### src/rtl/isv_pkg.sv
package isv_pkg;
  localparam int SRC_N     = 6;
  localparam int DATA_W    = 16;
  localparam int SEL_W     = 3;
  localparam int RXRDY_BIT = 3;
  localparam int TXRDY_BIT = 4;
  localparam int BUSY_BIT  = 12;
  localparam int RXDMA_BIT = 15;
  localparam int TXDMA_BIT = 7;
  localparam int FORCE_BIT = 11;
  localparam logic [SRC_N-1:0] SW_CLR_MASK = 6'h27;

  localparam logic [SEL_W-1:0] SEL_STAT = 3'd0;
  localparam logic [SEL_W-1:0] SEL_MASK = 3'd1;
  localparam logic [SEL_W-1:0] SEL_VEC  = 3'd2;
  localparam logic [SEL_W-1:0] SEL_DMA  = 3'd3;
  localparam logic [SEL_W-1:0] SEL_TEST = 3'd4;

  // Vector code: one plus the index of the lowest set bit, zero if none.
  function automatic logic [DATA_W-1:0] f_vector(input logic [SRC_N-1:0] pend);
    logic [DATA_W-1:0] r;
    r = '0;
    for (int i = SRC_N - 1; i >= 0; i--) begin
      if (pend[i]) r = DATA_W'(i + 1);
    end
    return r;
  endfunction

  // Isolate the lowest set bit.
  function automatic logic [SRC_N-1:0] f_lowest(input logic [SRC_N-1:0] pend);
    return pend & (~pend + SRC_N'(1));
  endfunction
endpackage

### src/rtl/isv_flags.sv
module isv_flags
  import isv_pkg::*;
(
  input  logic             clk,
  input  logic             rst_n,
  input  logic [SRC_N-1:0] set_pulse,
  input  logic [SRC_N-1:0] clr_mask,
  input  logic             force_all,
  output logic [SRC_N-1:0] flags
);
  logic [SRC_N-1:0] force_vec;
  logic [SRC_N-1:0] flags_d;

  assign force_vec = force_all ? '1 : '0;
  // Set and force are applied after the clear, so they win on a collision.
  assign flags_d   = (flags & ~clr_mask) | set_pulse | force_vec;

  always_ff @(posedge clk) begin
    if (!rst_n) flags <= '0;
    else        flags <= flags_d;
  end
endmodule

### src/rtl/isv_prio.sv
module isv_prio
  import isv_pkg::*;
(
  input  logic [SRC_N-1:0]  pend,
  output logic [DATA_W-1:0] vec_code,
  output logic [SRC_N-1:0]  vec_onehot
);
  assign vec_code   = f_vector(pend);
  assign vec_onehot = f_lowest(pend);
endmodule

### src/rtl/isv_outgate.sv
module isv_outgate
  import isv_pkg::*;
(
  input  logic [SRC_N-1:0] flags,
  input  logic [SRC_N-1:0] en,
  input  logic             rx_dma_en,
  input  logic             tx_dma_en,
  output logic             irq,
  output logic             rx_dma_req,
  output logic             tx_dma_req
);
  assign irq        = |(flags & en);
  assign rx_dma_req = flags[RXRDY_BIT] & rx_dma_en;
  assign tx_dma_req = flags[TXRDY_BIT] & tx_dma_en;
endmodule

### src/rtl/isv_unit.sv
module isv_unit
  import isv_pkg::*;
#(
  parameter bit NEW_VARIANT = 1'b1
) (
  input  logic              clk,
  input  logic              rst_n,
  input  logic [SEL_W-1:0]  reg_sel,
  input  logic              reg_wr,
  input  logic              reg_rd,
  input  logic [DATA_W-1:0] reg_wdata,
  output logic [DATA_W-1:0] reg_rdata,
  input  logic [SRC_N-1:0]  set_pulse,
  input  logic              bus_busy,
  output logic              irq,
  output logic              rx_dma_req,
  output logic              tx_dma_req
);
  localparam logic [SRC_N-1:0] EN_KEEP =
    NEW_VARIANT ? {SRC_N{1'b1}} : {1'b0, {(SRC_N-1){1'b1}}};

  logic [SRC_N-1:0]  flags;
  logic [SRC_N-1:0]  en_q;
  logic              rx_dma_en, tx_dma_en;
  logic              rd_prev_q;
  logic              rd_edge;
  logic              wr_stat, wr_mask, wr_dma, wr_test;
  logic              vec_clr_evt;
  logic              force_all;
  logic [SRC_N-1:0]  sw_clr, clr_mask, vec_onehot, dma_drop;
  logic [DATA_W-1:0] vec_code, rd_mux, stat_word, dma_word;
  logic              wdata_unused;

  assign wdata_unused = ^reg_wdata;

  // Register decode
  assign rd_edge     = reg_rd & ~rd_prev_q;
  assign wr_stat     = reg_wr && (reg_sel == SEL_STAT);
  assign wr_mask     = reg_wr && (reg_sel == SEL_MASK);
  assign wr_dma      = reg_wr && (reg_sel == SEL_DMA);
  assign wr_test     = reg_wr && (reg_sel == SEL_TEST);
  assign vec_clr_evt = rd_edge && (reg_sel == SEL_VEC);
  assign force_all   = NEW_VARIANT && wr_test && reg_wdata[FORCE_BIT];

  assign sw_clr   = wr_stat ? (reg_wdata[SRC_N-1:0] & SW_CLR_MASK) : '0;
  assign clr_mask = sw_clr | (vec_clr_evt ? vec_onehot : '0);

  always_comb begin
    dma_drop = '0;
    dma_drop[RXRDY_BIT] = reg_wdata[RXDMA_BIT];
    dma_drop[TXRDY_BIT] = reg_wdata[TXDMA_BIT];
  end

  isv_flags u_flags (
    .clk       (clk),
    .rst_n     (rst_n),
    .set_pulse (set_pulse),
    .clr_mask  (clr_mask),
    .force_all (force_all),
    .flags     (flags)
  );

  isv_prio u_prio (
    .pend       (flags & en_q),
    .vec_code   (vec_code),
    .vec_onehot (vec_onehot)
  );

  isv_outgate u_gate (
    .flags      (flags),
    .en         (en_q),
    .rx_dma_en  (rx_dma_en),
    .tx_dma_en  (tx_dma_en),
    .irq        (irq),
    .rx_dma_req (rx_dma_req),
    .tx_dma_req (tx_dma_req)
  );

  // Enable and DMA configuration
  always_ff @(posedge clk) begin
    if (!rst_n) begin
      en_q      <= '0;
      rx_dma_en <= 1'b0;
      tx_dma_en <= 1'b0;
    end else if (wr_mask) begin
      en_q <= reg_wdata[SRC_N-1:0] & EN_KEEP;
    end else if (wr_dma) begin
      en_q      <= en_q & ~dma_drop;
      rx_dma_en <= reg_wdata[RXDMA_BIT];
      tx_dma_en <= reg_wdata[TXDMA_BIT];
    end
  end

  // Read path
  always_comb begin
    stat_word = '0;
    stat_word[SRC_N-1:0] = flags;
    stat_word[BUSY_BIT]  = bus_busy;
    dma_word = '0;
    dma_word[RXDMA_BIT]  = rx_dma_en;
    dma_word[TXDMA_BIT]  = tx_dma_en;
    case (reg_sel)
      SEL_STAT: rd_mux = stat_word;
      SEL_MASK: rd_mux = DATA_W'(en_q);
      SEL_VEC:  rd_mux = vec_code;
      SEL_DMA:  rd_mux = dma_word;
      default:  rd_mux = '0;
    endcase
  end

  always_ff @(posedge clk) begin
    if (!rst_n) begin
      rd_prev_q <= 1'b0;
      reg_rdata <= '0;
    end else begin
      rd_prev_q <= reg_rd;
      if (rd_edge) reg_rdata <= rd_mux;
    end
  end
endmodule

### config.mk
export PLATFORM = sky130hd
export DESIGN_NAME = isv_unit
export DESIGN_NICKNAME = d
export VERILOG_FILES = /design/src/rtl/isv_pkg.sv /design/src/rtl/isv_flags.sv /design/src/rtl/isv_prio.sv /design/src/rtl/isv_outgate.sv /design/src/rtl/isv_unit.sv
export SDC_FILE = /design/constraint.sdc
export NUM_CORES = 1
export LEC_CHECK = 0
export BUFFER_PORTS_ARGS = -buffer_cell sky130_fd_sc_hd__buf_2
export CORE_ASPECT_RATIO = 1.2
export CORE_MARGIN = 4
export CORE_UTILIZATION = 46
export DETAILED_ROUTE_END_ITERATION = 8
export PLACE_DENSITY = 0.77
export SYNTH_ARGS = -nofsm -noshare
export SYNTH_HDL_FRONTEND = slang
export SYNTH_SLANG_ARGS = --single-unit
export TNS_END_PERCENT = 10
### constraint.sdc
create_clock -name clk -period 1.7 [get_ports clk]
set_input_delay 0.34 -clock clk [delete_from_list [all_inputs] [get_ports clk]]
set_output_delay 0.34 -clock clk [all_outputs]
set_load 0.02 [all_outputs]
==> summary.txt <==
Cells and area
  • Final instance area: 1460 µm²
  • NumNets Final: 211
  • Final Instance Count excl. Fillers: 213
  • Area Overhead vs Synth: 19.5%
  • Inserted Diodes: 0
  • Layout cells sized above 1: 0.272
  • Post-layout util: 0.577

Pwr
  • Power density cells: 724 nW/µm²
  • Leak: 0.612 nW
  • Worst IR Drop VDD: 0.000481 V

Outcome
  • Status: completed

Critical path
  • Worst path bufs/invs: 1
  • Startpoint Class: flip-flop
  • Worst r2r src: en_q[2]
  • Delay-heaviest family, CP: flip-flops
  • R2r endpoint: u_flags.flags[4]
  • Crit-path cells: a22oi_1 -> nand4_1 -> buf_2
  • Crit-path max cell delay: 0.37 ns
  • Setup slack, reg-to-reg: 0.30 ns
  • Worst Path Arrival: 1.30 ns
  • R2R depth: 4
  • Worst Path Max Fanout: 5
  • Critical path endpoint category: output pin
  • Slowest cell on the critical path: dfxtp_1
  • CP Class: reg -> out
  • Crit path required time: 1.36 ns

Global route
  • First-pass GRT wire length: 4.57 mm
  • Gr usage total: 0.176
  • Initial antenna violation count: 0
  • Vias in the first global route: 1076
  • Overflow after GRT: 0
  • Largest net degree at the start of global routing: 26

Synthesis
  • Yosys cell types: 35
  • Synth warn: 0
  • Mapped Area: 1220 µm²
  • Top FF cell, synth: dfxtp_1
  • Synth Register Bits: 24
  • Asr flop ratio synth: 0
  • Number of enable flip-flop cells after synthesis: 0
  • Synth Area per Inst: 8.54 µm²
  • Seq/Total Area, Yosys: 0.393
  • Cells after Synth: 143

STA
  • Slew Viols, Final: 0
  • Clock Skews: 0.00450 ns
  • Worst setup slack after layout: 0.0620 ns
  • Unrepaired setup endpoints after global routing: no
  • Setup TNS: 0 ns
  • Final period util: 0.964
  • Final setup vio count: 0
  • Final Hold Viols: 0
  • Fmax achieved: 0.611 GHz
  • Tmin final: 1.64 ns

Clocking
  • CTS tree: yes
  • Post-CTS sizing: 0
  • H-Tree Depth: 1
  • CTS buffer count: 3
  • CTS Hold Buffers Added: 0
  • Clk pin slew, worst setup/hold paths: 0.13 ns
  • Clock tree root buffer cell: clkbuf_4
  • Longest Clk Path Bufs: 2
  • Skew-Pair Late Insertion Delay: 0.32 ns
  • CTS sink count: 24
  • # Post-CTS Setup Buffers: 0

Placement
  • Gpl congestion: 0.819
  • Inst Count DP: 209
  • PortBufs: 34
  • Detailed Place HPWL: 2.21 mm
  • Placed inst area: 1420 µm²
  • Pre-CTS WS: 0.170 ns

Floorplanning
  • Total die area: 3550 µm²
  • Core region area: 2530 µm²
  • Die Y: 64.4 µm
  • I/O pin total: 49
  • # rows: 20
  • Die width: 55.0 µm
  • Initial Utilization: 0.483

Worst hold path
  • Hold path cells: 2
  • Hold Path Sink: u_flags.flags[2]
  • Worst hold path startpoint: set_pulse[2]
  • Type of the tightest min-delay check: in -> reg

Drt
  • WL final: 2.89 mm
  • Router iterations before antenna repair: 4
  • DR WL/cell: 13.6 µm
  • ANT nets after route: 0
  • Vias post-DR: 1179
  • Residual DRC count: 0
  • Vias/cell: 5.54
  • Drt initial violations: 46

Job
  • Max-capacitance violation count: 0
==> cell families (layout without fill, tap and decap cells) <==
| kind of cell | count (synthesis) | in the layout | share of synthesized area |
|---|---|---|---|
| simple gates | 58 | 58 | 0.253 |
| mux | 2 | 2 | 0.0184 |
| buf+inv | 17 | 48 | 0.0758 |
| other cells | 1 | 7 | 0.00307 |
| compound gates | 41 | 41 | 0.256 |
| flops | 24 | 24 | 0.393 |
==> power breakdown <==
part	switching, W	total [W]	leakage [nW]	internal (W)
sequential	0.0000174	0.000598	0.196	0.000580
combinational	0.0000839	0.000148	0.395	0.0000641
clock	0.000179	0.000310	0.0210	0.000131
total	0.000280	0.00106	0.612	0.000776
==> layout make-up <==
cell class,count,area [µm²]
tap,33,41.3
sequential,24,480
inverter,4,15.0
multi-input combinational,108,671
timing repair buffer,40,215
fill,243,1070
clock buffer,4,36.3
==> placed cells by master, fill, tap and decap left out, types with 2 or more instances in the layout <==
| cell | instances |
|---|---|
| a21boi_0 | 12 |
| a221oi_1 | 3 |
| a222oi_1 | 2 |
| a22o_1 | 2 |
| a22oi_1 | 5 |
| a32oi_1 | 2 |
| and2_1 | 3 |
| and3_1 | 2 |
| buf_2 | 34 |
| buf_4 | 6 |
| clkbuf_4 | 3 |
| conb_1 | 7 |
| dfxtp_1 | 24 |
| inv_1 | 4 |
| mux2_2 | 2 |
| nand2_1 | 25 |
| nand3_1 | 9 |
| nor2_1 | 2 |
| nor2b_1 | 7 |
| o21ai_0 | 6 |
| o31a_1 | 5 |
==> state kept, by name, summed over array words and instances, names as in the netlist <==
signal         count
tx_dma_en          1
en_q               6
reg_rdata          9
rx_dma_en          1
rd_prev_q          1
u_flags.flags      6
==> through the flow <==
stage	hold slack (ns)	power (W)
floorplan	0.452	0.000707
global placement	0.448	0.000753
detailed placement	0.459	0.000756
CTS	0.224	0.00106
global route	0.224	0.00110
finish	0.227	0.00106
==> layer usage <==
metal / vias up / share of wire / track usage / routed length [µm]
met5: - / 0 / 0 / 0
met4: 0 / 0.029 / 0.103 / 85
met3: 11 / 0.076 / 0.0207 / 219
met2: 45 / 0.49 / 0.286 / 1420
met1: 541 / 0.41 / 0.215 / 1170
li1: 582 / - / - / -
==> cells in the mapped netlist, types with 2 or more instances <==
library cell | number | share of area
a22oi_1 | 5 | 0.031
nor2b_1 | 7 | 0.036
and3_1 | 2 | 0.010
buf_2 | 2 | 0.0082
o21ai_0 | 6 | 0.025
nor2_1 | 2 | 0.0061
a21boi_0 | 12 | 0.074
mux2_2 | 2 | 0.018
a221oi_1 | 3 | 0.022
a222oi_1 | 2 | 0.016
inv_1 | 4 | 0.012
o31a_1 | 5 | 0.036
clkbuf_1 | 4 | 0.012
dfxtp_1 | 24 | 0.39
and2_1 | 3 | 0.015
nand3_1 | 9 | 0.037
a22o_1 | 2 | 0.014
a32oi_1 | 2 | 0.014
nand2_1 | 25 | 0.077
buf_4 | 7 | 0.043
==> worst max-delay path by stage <==
stage | from | to | slack, ns | cells after the start
after floorplan | reg_sel[0] | u_flags.flags[5] | 0.24 | 4
after global placement | reg_sel[2] | u_flags.flags[4] | 0.20 | 5
after detailed placement | reg_sel[2] | u_flags.flags[4] | 0.17 | 5
after CTS | en_q[1] | irq | 0.06 | 3
after global routing | en_q[2] | irq | 0.01 | 3
final | en_q[2] | irq | 0.06 | 3
Power figures use the tool's default switching activity.
